## config.mk

```make
export PLATFORM = sky130hd
export DESIGN_NAME = rtc_regport
export DESIGN_NICKNAME = d
export VERILOG_FILES = /design/src/rtl/rtc_regport.sv
export SDC_FILE = /design/constraint.sdc
export NUM_CORES = 1
export LEC_CHECK = 0
export BUFFER_PORTS_ARGS = -buffer_cell sky130_fd_sc_hd__buf_2
export CORE_UTILIZATION = 35
export CTS_CLUSTER_DIAMETER = 80
export DETAILED_ROUTE_END_ITERATION = 12
export PLACE_DENSITY_LB_ADDON = 0.25
export SLEW_MARGIN = 15
export SYNTH_ARGS = -nofsm -noshare
export SYNTH_HDL_FRONTEND = slang
export SYNTH_SLANG_ARGS = --single-unit
```

## constraint.sdc

```tcl
create_clock -name clk -period 6 [get_ports clk]
set_clock_uncertainty 0.2 [all_clocks]
set_input_delay 1.8 -clock clk [delete_from_list [all_inputs] [get_ports clk]]
set_output_delay 1.8 -clock clk [all_outputs]
set_load 0.02 [all_outputs]
```

## src/rtl/rtc_regport.sv

```systemverilog
module rtc_regport #(
  parameter int IDX_W = 7
) (
  input  logic       clk,
  input  logic       rst_n,
  input  logic       bus_en,
  input  logic       bus_wr,
  input  logic       bus_odd,
  input  logic [7:0] bus_wdata,
  output logic [7:0] bus_rdata,
  input  logic       tick_periodic,
  input  logic       tick_alarm,
  input  logic       tick_update,
  input  logic       upd_busy,
  output logic       irq
);
  localparam int DEPTH = 1 << IDX_W;
  localparam logic [IDX_W-1:0] IX_A    = IDX_W'(10);
  localparam logic [IDX_W-1:0] IX_B    = IDX_W'(11);
  localparam logic [IDX_W-1:0] IX_C    = IDX_W'(12);
  localparam logic [IDX_W-1:0] IX_D    = IDX_W'(13);
  localparam logic [IDX_W-1:0] IX_SHUT = IDX_W'(15);
  localparam logic [7:0] D_VAL = 8'h80;

  logic [IDX_W-1:0] idx;
  logic [7:0]       ram [DEPTH];
  logic [6:0]       reg_a;
  logic             uip;
  logic [7:0]       reg_b;
  logic [7:0]       reg_c;

  wire odd_wr = bus_en & bus_wr & bus_odd;
  wire odd_rd = bus_en & ~bus_wr & bus_odd;
  wire idx_wr = bus_en & bus_wr & ~bus_odd;
  wire wr_a   = odd_wr & (idx == IX_A);
  wire wr_b   = odd_wr & (idx == IX_B);
  wire rd_c   = odd_rd & (idx == IX_C);
  wire is_ram = (idx < IX_A) || (idx > IX_D);

  wire [2:0] ev      = {tick_periodic, tick_alarm, tick_update};
  wire [7:0] b_wval  = {bus_wdata[7:5], bus_wdata[4] & ~bus_wdata[7], bus_wdata[3:0]};
  wire [2:0] fl_base = rd_c ? 3'b000 : reg_c[6:4];
  wire [2:0] fl_next = fl_base | ev;
  wire [2:0] rise    = ev & ~fl_base;
  wire       sum_old = rd_c ? 1'b0 : reg_c[7];
  wire       sum_next = wr_b ? |(b_wval[6:4] & fl_next)
                             : (sum_old | |(rise & reg_b[6:4]));

  always_ff @(posedge clk) begin
    if (!rst_n) begin
      idx   <= '0;
      reg_a <= 7'h26;
      uip   <= 1'b0;
      reg_b <= 8'h02;
      reg_c <= 8'h00;
    end else begin
      uip <= upd_busy;
      if (idx_wr) idx <= bus_wdata[IDX_W-1:0];
      if (wr_a)   reg_a <= bus_wdata[6:0];
      if (wr_b)   reg_b <= b_wval;
      reg_c <= {sum_next, fl_next, 4'b0000};
    end
  end

  always_ff @(posedge clk) begin
    if (!rst_n) begin
      if (ram[IX_SHUT] != 8'hFE) ram[IX_SHUT] <= 8'h00;
    end else if (odd_wr && is_ram) begin
      ram[idx] <= bus_wdata;
    end
  end

  always_comb begin
    if (!bus_odd) bus_rdata = 8'hFF;
    else begin
      case (idx)
        IX_A:    bus_rdata = {uip, reg_a};
        IX_B:    bus_rdata = reg_b;
        IX_C:    bus_rdata = reg_c;
        IX_D:    bus_rdata = D_VAL;
        default: bus_rdata = ram[idx];
      endcase
    end
  end

  assign irq = reg_c[7];

  assert_read_drops_line_R8: assert property (@(posedge clk) disable iff (!rst_n)
    (rd_c && ev == 3'b000) |=> !irq);

  assert_flags_sticky_R6: assert property (@(posedge clk) disable iff (!rst_n)
    !rd_c |=> ((reg_c[6:4] & $past(reg_c[6:4])) == $past(reg_c[6:4])));

  assert_periodic_flag_R6: assert property (@(posedge clk) disable iff (!rst_n)
    tick_periodic |=> reg_c[6]);

  assert_enabled_event_irq_R7: assert property (@(posedge clk) disable iff (!rst_n)
    (tick_alarm && reg_b[5] && !wr_b) |=> irq);

  assert_set_clears_uie_R10: assert property (@(posedge clk) disable iff (!rst_n)
    (wr_b && bus_wdata[7]) |=> !reg_b[4]);

  assert_flag_write_ignored_R5: assert property (@(posedge clk) disable iff (!rst_n)
    (odd_wr && idx == IX_C && ev == 3'b000) |=> $stable(reg_c));
endmodule

```

After elaboration in Yosys (flattened, before gate mapping) --
Memories as Yosys holds them, arrays and structs flattened. A register that Yosys moved wholly into a read port is not among the register bits. Cells that the tools add are included. Widths: inputs -> output; s select.
Cells by class: order comparisons 2, muxes and demuxes 16, bitwise gates (word level) 18, reduce and logical (&&, ||, !) cells 5, eq/ne operators 5
Operators with widths (number):
- $pmux 8 s4 | 1
- $eq 7x4->1 const B | 4
- $mux 7 | 3
- $mux 8 | 2
- $and 1x1->1 | 9
- $and 3x3->3 | 3
- $mux 1 | 9
- $ne 8x8->1 const B | 1
- $reduce_or 8->1 | 1
- $gt 7x4->1 const B | 1
- $lt 7x4->1 const B | 1
- $reduce_or 3->1 | 2
- $mux 3 | 1
- $not 1->1 | 3
- $not 3->3 | 1
- $or 3x3->3 | 1
- $logic_and 1x1->1 | 1
- $logic_or 1x1->1 | 1
- $or 1x1->1 | 1
Word-level totals: output and inout bits 9, flip-flop bits (word level) 31, logic and storage cells 53, bits in writable memories 1024, memories 1, input bits 17
Memory list:
- ram | words 128, width 8, read ports 2, clocked after memory_dff 1, wr ports 1, RTL line 26 | logic [7:0] ram [DEPTH];

Depth between registers and ports, before layout --
Gate-level depths: netlist of run 1.
depth after elaboration 11, gate-level depth with buffers 11, depth with buffers taken out 6

Least setup slack after synthesis of run 1 --
No wires, ideal clock.
kind in2reg, from input port rst_n, to memory ram[0][0] (data pin), arrival time 4.226 ns, stages on the path 5, setup slack 1.037 ns, setup time 0.537 ns, path buffers 2, path through clkbuf_1 > inv_1 > nor2_1 > clkbuf_1 > and3_1
On the way: longest elaborated chain between the ends 4
RTL lines:
- from (decl) | RTL line 5 | input logic rst_n,
- $mux 1 | RTL line 66 | if (!rst_n) begin
- $mux 1 (implied by the code) | RTL line 69 | ram[idx] <= bus_wdata;
- $reduce_or 8->1 (no line)
- $mux 8 (no line)
- to (decl) | RTL line 26
No other way between the ends.

==> results.md, run 1 <==
- Die footprint: 119700 um^2
- Max_slew headroom: 26.96%
- Slew Limit Fails: 0
- Synth Instances: 2090
- Clock latency on the worst-skew pair: 0.71 ns
- H-tree Lvls: 3
- Slowest CP cell: mux4_2
- Hold violation total from the final report: 0
- CTS root buf: clkbuf_16
- Hold Path Class: reg2reg
- Outcome: completed
- PortBufs: 25
- First-pass GRT wire length: 159.5 mm
- Area occupied by multi-input gates: 9580 um^2
- WP data arrival: 4.00 ns
- CTS max path bufs: 3
- Ports: 26
- # clock sinks: 1058
- Detailed route wirelength on metal2: 52.09 mm
- Fmax: 166.8 MHz
- Layout cells sized above 1: 24.51%
- Iter 0 DRT Violations: 1936
- Synth warn: 0
- Pleak: 13.33 nW
- Crit-path max cell delay: 0.57 ns
- Synth cell types: 59
- Reg clk slew, reported paths: 0.06 ns
- GPL Wtd Cong: 0.9063
- Sequential share of the synthesized area: 75.89%
- Layout Cells excl Fill: 3923
- Vias/cell: 5.443
- Synthesis-stage register bit count: 1058
- Critical path launch point type: flip-flop
- Post-DP HPWL: 71.00 mm
- Core Footprint: 116700 um^2
- CP required: 4.00 ns
- Effective utilization at floorplan: 35.49%
- Row Count: 125
- Total of max-cap violations: 0
- TritonCTS Buffers: 111
- Least-Margin Pin Slew: 1.096 ns
- Initial antenna violation count: 5
- Initial DRT Pass Iterations: 5
- Routed len/inst: 28.19 um
- Post-route antenna net violation count: 0
- CTS tree: done
- Largest net degree at the start of global routing: 99
- FFs w/ async S/R, synth: 0%
- Power per cell area: 314.0 nW/um^2
- DRT met1 WL: 47.10 mm
- Tot GR Track Use: 18.45%
- Nets: 2317
- Crit-path cells: buf_4, buf_12, mux4_2, mux2i_1, nor2_1, nor4_1, nand4_1, buf_2
- Die Ht: 346.0 um
- Global route overflow: 0
- Worst hold slack: 0.2563 ns
- Most used DFF post-synth: edfxtp_1
- Crit-path max FO: 33
- Syn_area_per_cell: 19.82 um^2
- CTS Hold Bufs: 0
- Vias in the first global route: 22.08k
- Metal3 WL: 8.005 mm
- Die Wd: 346.0 um
- Final min period: 5.996 ns
- Synthesized cell area: 41410 um^2
- Via count: 21.35k
- Register area: 31440 um^2
- Setup violations, final: 0
- Part of the cycle the worst path needs: 99.94%
- Top Layer Used: met5
- Crit Path Class: reg2out
- Synth-to-layout area growth: 15.81%
- # DRC: 0
- Post-synth EDFFs: 1024
- Fillcell total: 10.31k
- Maximum VDD drop: 0.2301 mV
- Inst Count DP: 3704
- Worst Setup End Kind: output pin
- WL final: 110.6 mm
cell usage after synthesis (13+ instances only):
master | number | share of area (%)
and3_1 | 17 | 0.26
o21ai_0 | 16 | 0.19
nand3_1 | 31 | 0.37
dfxtp_1 | 34 | 1.6
a22oi_1 | 61 | 1.1
nand4_1 | 13 | 0.20
buf_2 | 30 | 0.36
nand2_1 | 53 | 0.48
mux4_2 | 212 | 12
nor3_1 | 13 | 0.16
edfxtp_1 | 1024 | 74
nor2_1 | 166 | 1.5
clkbuf_1 | 53 | 0.48
mux2i_1 | 141 | 3.4
a21oi_1 | 41 | 0.50
o22ai_1 | 13 | 0.20
buf_4 | 17 | 0.31
layout by cell type (no fill, tap or decap), drive strengths merged, types with 12 or more instances in the layout:
cell and n:
o211ai 12, conb 32, buf 180, dfxtp 34
a22oi 61, nand3 31, nand4 13, clkbuf 133
a211oi 12, a21oi 41, clkinv 61, inv 13
and3 17, o22ai 13, o21ai 16, nand2 53
mux4 213, nor3 14, edfxtp 1024, nor2 168
mux2i 141
critical path: cells and delay by family (launching register included):
family                 cells  cell delay [ns]
buffers and inverters      3             0.70
DFF                        1             0.42
muxes                      2             0.98
and+or+nand+nor            3             1.14
layer usage:
metal	vias to the layer above	track usage [%]
li1	9046	-
met1	11330	25.36
met2	793	29.06
met3	186	3.980
met4	2	6.231
met5	-	0
cell families after synthesis:
family	Yosys count	synth area share [%]
buffers and inverters	123	1.523
multiplexers	362	15.22
XOR/XNOR	2	0.04231
flip-flops	1058	75.89
AND/OR/NAND/NOR	342	3.858
AO/OA/AOI/OAI	202	3.456
other	1	0.009055
through the flow:
stage          cell area [um^2]  worst slack, ns  setup TNS (ns)  power [mW]  util (%)
3_3_place_gp              44360          0.05805               0       8.647     38.02
3_5_place_dp              44360          0.09898               0       8.653     38.02
6_report                  47960         0.003781               0       15.06     41.11
2_1_floorplan             41530            1.037               0       8.459         -
4_1_cts                   47910          0.02403               0       15.17     41.07
5_1_grt                   47950        -0.006580       -0.006580       15.47     41.10
worst paths after layout:
check,from,endpoint,slack [ns],cells past startpoint
max,flip-flop,bus_rdata[2],0.004,8
min,reg_b[2],reg_b[2],0.26,2
max reg2reg,idx[2],ram[84][5],2.34,6
min reg2reg,reg_b[2],reg_b[2],0.26,2
flip-flops by register name, indices dropped and copies added (netlist names), named ones only:
name / cells
reg_a: 7
idx: 7
reg_c: 4
ram: 1024
uip: 1
reg_b: 8
final cells by class:
cell class / instances / area share [%]
clock buffers: 133 / 5.964
diodes: 4 / 0.02087
well taps: 1524 / 3.976
repair buffers: 180 / 3.222
multi-input cells: 940 / 19.98
flip-flops and latches: 1058 / 65.56
clock inverters: 75 / 1.213
inverters: 9 / 0.07044
what timing repair did:
| item | CTS | global route |
|---|---|---|
| gates resized for setup | 5 | 10 |
| setup buffers | 7 | 0 |
| cloned | 0 | 0 |
| endpoints found under the setup margin | 2 | 8 |
| pin swaps | 3 | 3 |
where the power goes:
group	total [mW]	switching [mW]	leakage, nW	internal [mW]
sequential	8.05	0.0177	8.25	8.03
clock	6.55	2.86	1.69	3.70
combinational	0.457	0.299	3.39	0.157
total	15.1	3.17	13.3	11.9
(Power assumes the default switching activity.)
==> run 2: changes to the inputs <==
==> constraint.sdc (replaced) <==
create_clock -name clk -period 5.19 [get_ports clk]
set_clock_uncertainty 0.2 [all_clocks]
set_input_delay 1.557 -clock clk [delete_from_list [all_inputs] [get_ports clk]]
set_output_delay 1.557 -clock clk [all_outputs]
set_load 0.02 [all_outputs]
==> results.md, run 2 (synthesis gave the netlist of run 1 again) <==
- Outcome: finished, violations left
- Failing checks: setup timing
- TritonCTS Buffers: 110
- Tot GR Track Use: 19.14%
- Most frequent cells in the layout: 1024 x edfxtp_1, 225 x buf_4, 212 x mux4_2
- Pleak: 14.31 nW
- Placed Area: 44960 um^2
- RSZ-0062 raised after global routing: true
- Initial antenna violation count: 6
- Total negative slack: -0.5523 ns
- Pre-CTS setup slack: 0.1960 ns
- Largest net degree at the start of global routing: 68
- CTS root buf: clkbuf_16
- Post-DP HPWL: 74.53 mm
- Die Wd: 346.0 um
- Slowest CP cell: nand4_1
- Fin area: 50050 um^2
- Final core utilization: 42.90%
- Maximum VDD drop: 0.2394 mV
- Die footprint: 119700 um^2
- Most common cell after layout, fill and taps aside: edfxtp_1
- Iter 0 DRT Violations: 2243
- Power per cell area: 359.1 nW/um^2
- GPL Wtd Cong: 0.8913
- Clk pwr share: 44.7%
- CTS max path bufs: 3
- Vias in the first global route: 22.61k
- Largest regs: ram (1024), reg_b (8)
- Total of max-cap violations: 0
- # clock sinks: 1058
- Hold Path Class: reg2reg
- Least-Margin Pin Slew: 1.061 ns
- Worst Setup End Kind: output pin
- Core Footprint: 116700 um^2
- Crit-path cells: xor2_1, nand2_1, nand4_1, a21oi_1, nor4_1, buf_4, nand4_1, buf_4
- Effective utilization at floorplan: 35.49%
- Setup violations, final: 6
- Final min period: 5.392 ns
- Routed len/inst: 28.47 um
- Worst path top cell family by delay: simple AND/OR/NAND/NOR gates
- CP required: 3.43 ns
- Hold violation total from the final report: 0
- Clock latency on the worst-skew pair: 0.69 ns
- Row Count: 125
- Initial DRT Pass Iterations: 6
- Max_slew headroom: 29.02%
- Sequential Power Share: 51.8%
- Layout cells sized above 1: 30.84%
- Top reg by flops: ram
- Worst path depth: 8
- Part of the cycle the worst path needs: 103.9%
- Switching Share: 20.27%
- Post-route antenna net violation count: 0
- Top Layer Used: met5
- Worst Hold Depth: 2
- Crit Path Class: reg2out
- Detailed route wirelength on metal2: 54.74 mm
- Comb power frac: 3.5%
- Via count: 22.09k
- Fmax: 185.5 MHz
- H-tree Lvls: 3
- First-pass GRT wire length: 165.3 mm
- PortBufs: 25
- DRT met1 WL: 48.98 mm
- # DRC: 0
- CTS Hold Bufs: 0
- Reg clk slew, reported paths: 0.07 ns
- Largest register FFs: 1024
- Die Ht: 346.0 um
- WL final: 114.9 mm
- Post-route setup slack: -0.2017 ns
- Metal3 WL: 7.970 mm
- Reg2reg path depth: 4
- Switching power: 3.643 mW
- Synth-to-layout area growth: 20.85%
- CTS tree: done
- Global route overflow: 0
- WP data arrival: 3.63 ns
- Nets: 2438
- Vias/cell: 5.472
- Crit-path max FO: 10
- Slew Limit Fails: 0
- Power Internal: 14.33 mW
- Ports: 26
- Crit-path max cell delay: 0.58 ns
- WP buf/inv: 2
- Critical path launch point type: flip-flop
==> run 2: path summary, 6_finish.rpt <==
check | from | to | slack [ns]
min reg2reg | reg_b[2] | reg_b[2] | 0.26
max reg2reg | idx[0] | ram[9][2] | 1.45
max | idx[1] | bus_rdata[2] | -0.20
min | reg_b[2] | reg_b[2] | 0.26
==> run 2: area by class of cell <==
cell class | instances | area (um^2)
Tap cell | 1524 | 1907
Fill cell | 10120 | 66630
Clock inverter | 67 | 750.7
Timing Repair Buffer | 302 | 3017
Antenna cell | 3 | 7.507
Sequential cell | 1058 | 31450
Inverter | 9 | 36.28
Multi-Input combinational cell | 940 | 9956
Clock buffer | 134 | 2928
==> run 2: power by group through the flow <==
stage                     Sequential (mW)  Combinational [mW]  Clock, mW
final                                9.31               0.634       8.03
after detailed placement             9.49               0.529          0
after floorplan                      9.48               0.302          0
after global routing                 9.30               0.662       8.50
after global placement               9.49               0.525          0
after CTS                            9.30               0.610       8.18
==> run 2: metal layers <==
layer | GRT usage (%) | vias up
met5 | 0 | -
met4 | 5.850 | 4
met3 | 3.604 | 181
met2 | 30.66 | 866
met1 | 26.46 | 11750
li1 | - | 9289
==> run 2: repair_timing <==
action / 4_1_cts / 5_1_grt
gates resized for setup: 92 / 36
gates cloned: 9 / 3
setup endpoints to repair: 8 / 8
pin swaps: 28 / 21
setup buffers: 35 / 11
==> run 2: worst register-to-register path: stages (launching register included) <==
cell and delay (ns):
dfxtp_1 0.84, buf_4 0.33, inv_1 0.12, or4_1 0.90, nor2_1 0.95
==> run 2: metrics by stage <==
stage | power [mW] | hold WS, ns | instances
floorplan | 9.779 | 0.2360 | 2121
global placement | 10.01 | 0.2419 | 3777
detailed placement | 10.02 | 0.2534 | 3777
CTS | 18.09 | 0.2606 | 4021
global route | 18.46 | 0.2765 | 4034
finish | 17.97 | 0.2633 | 4037
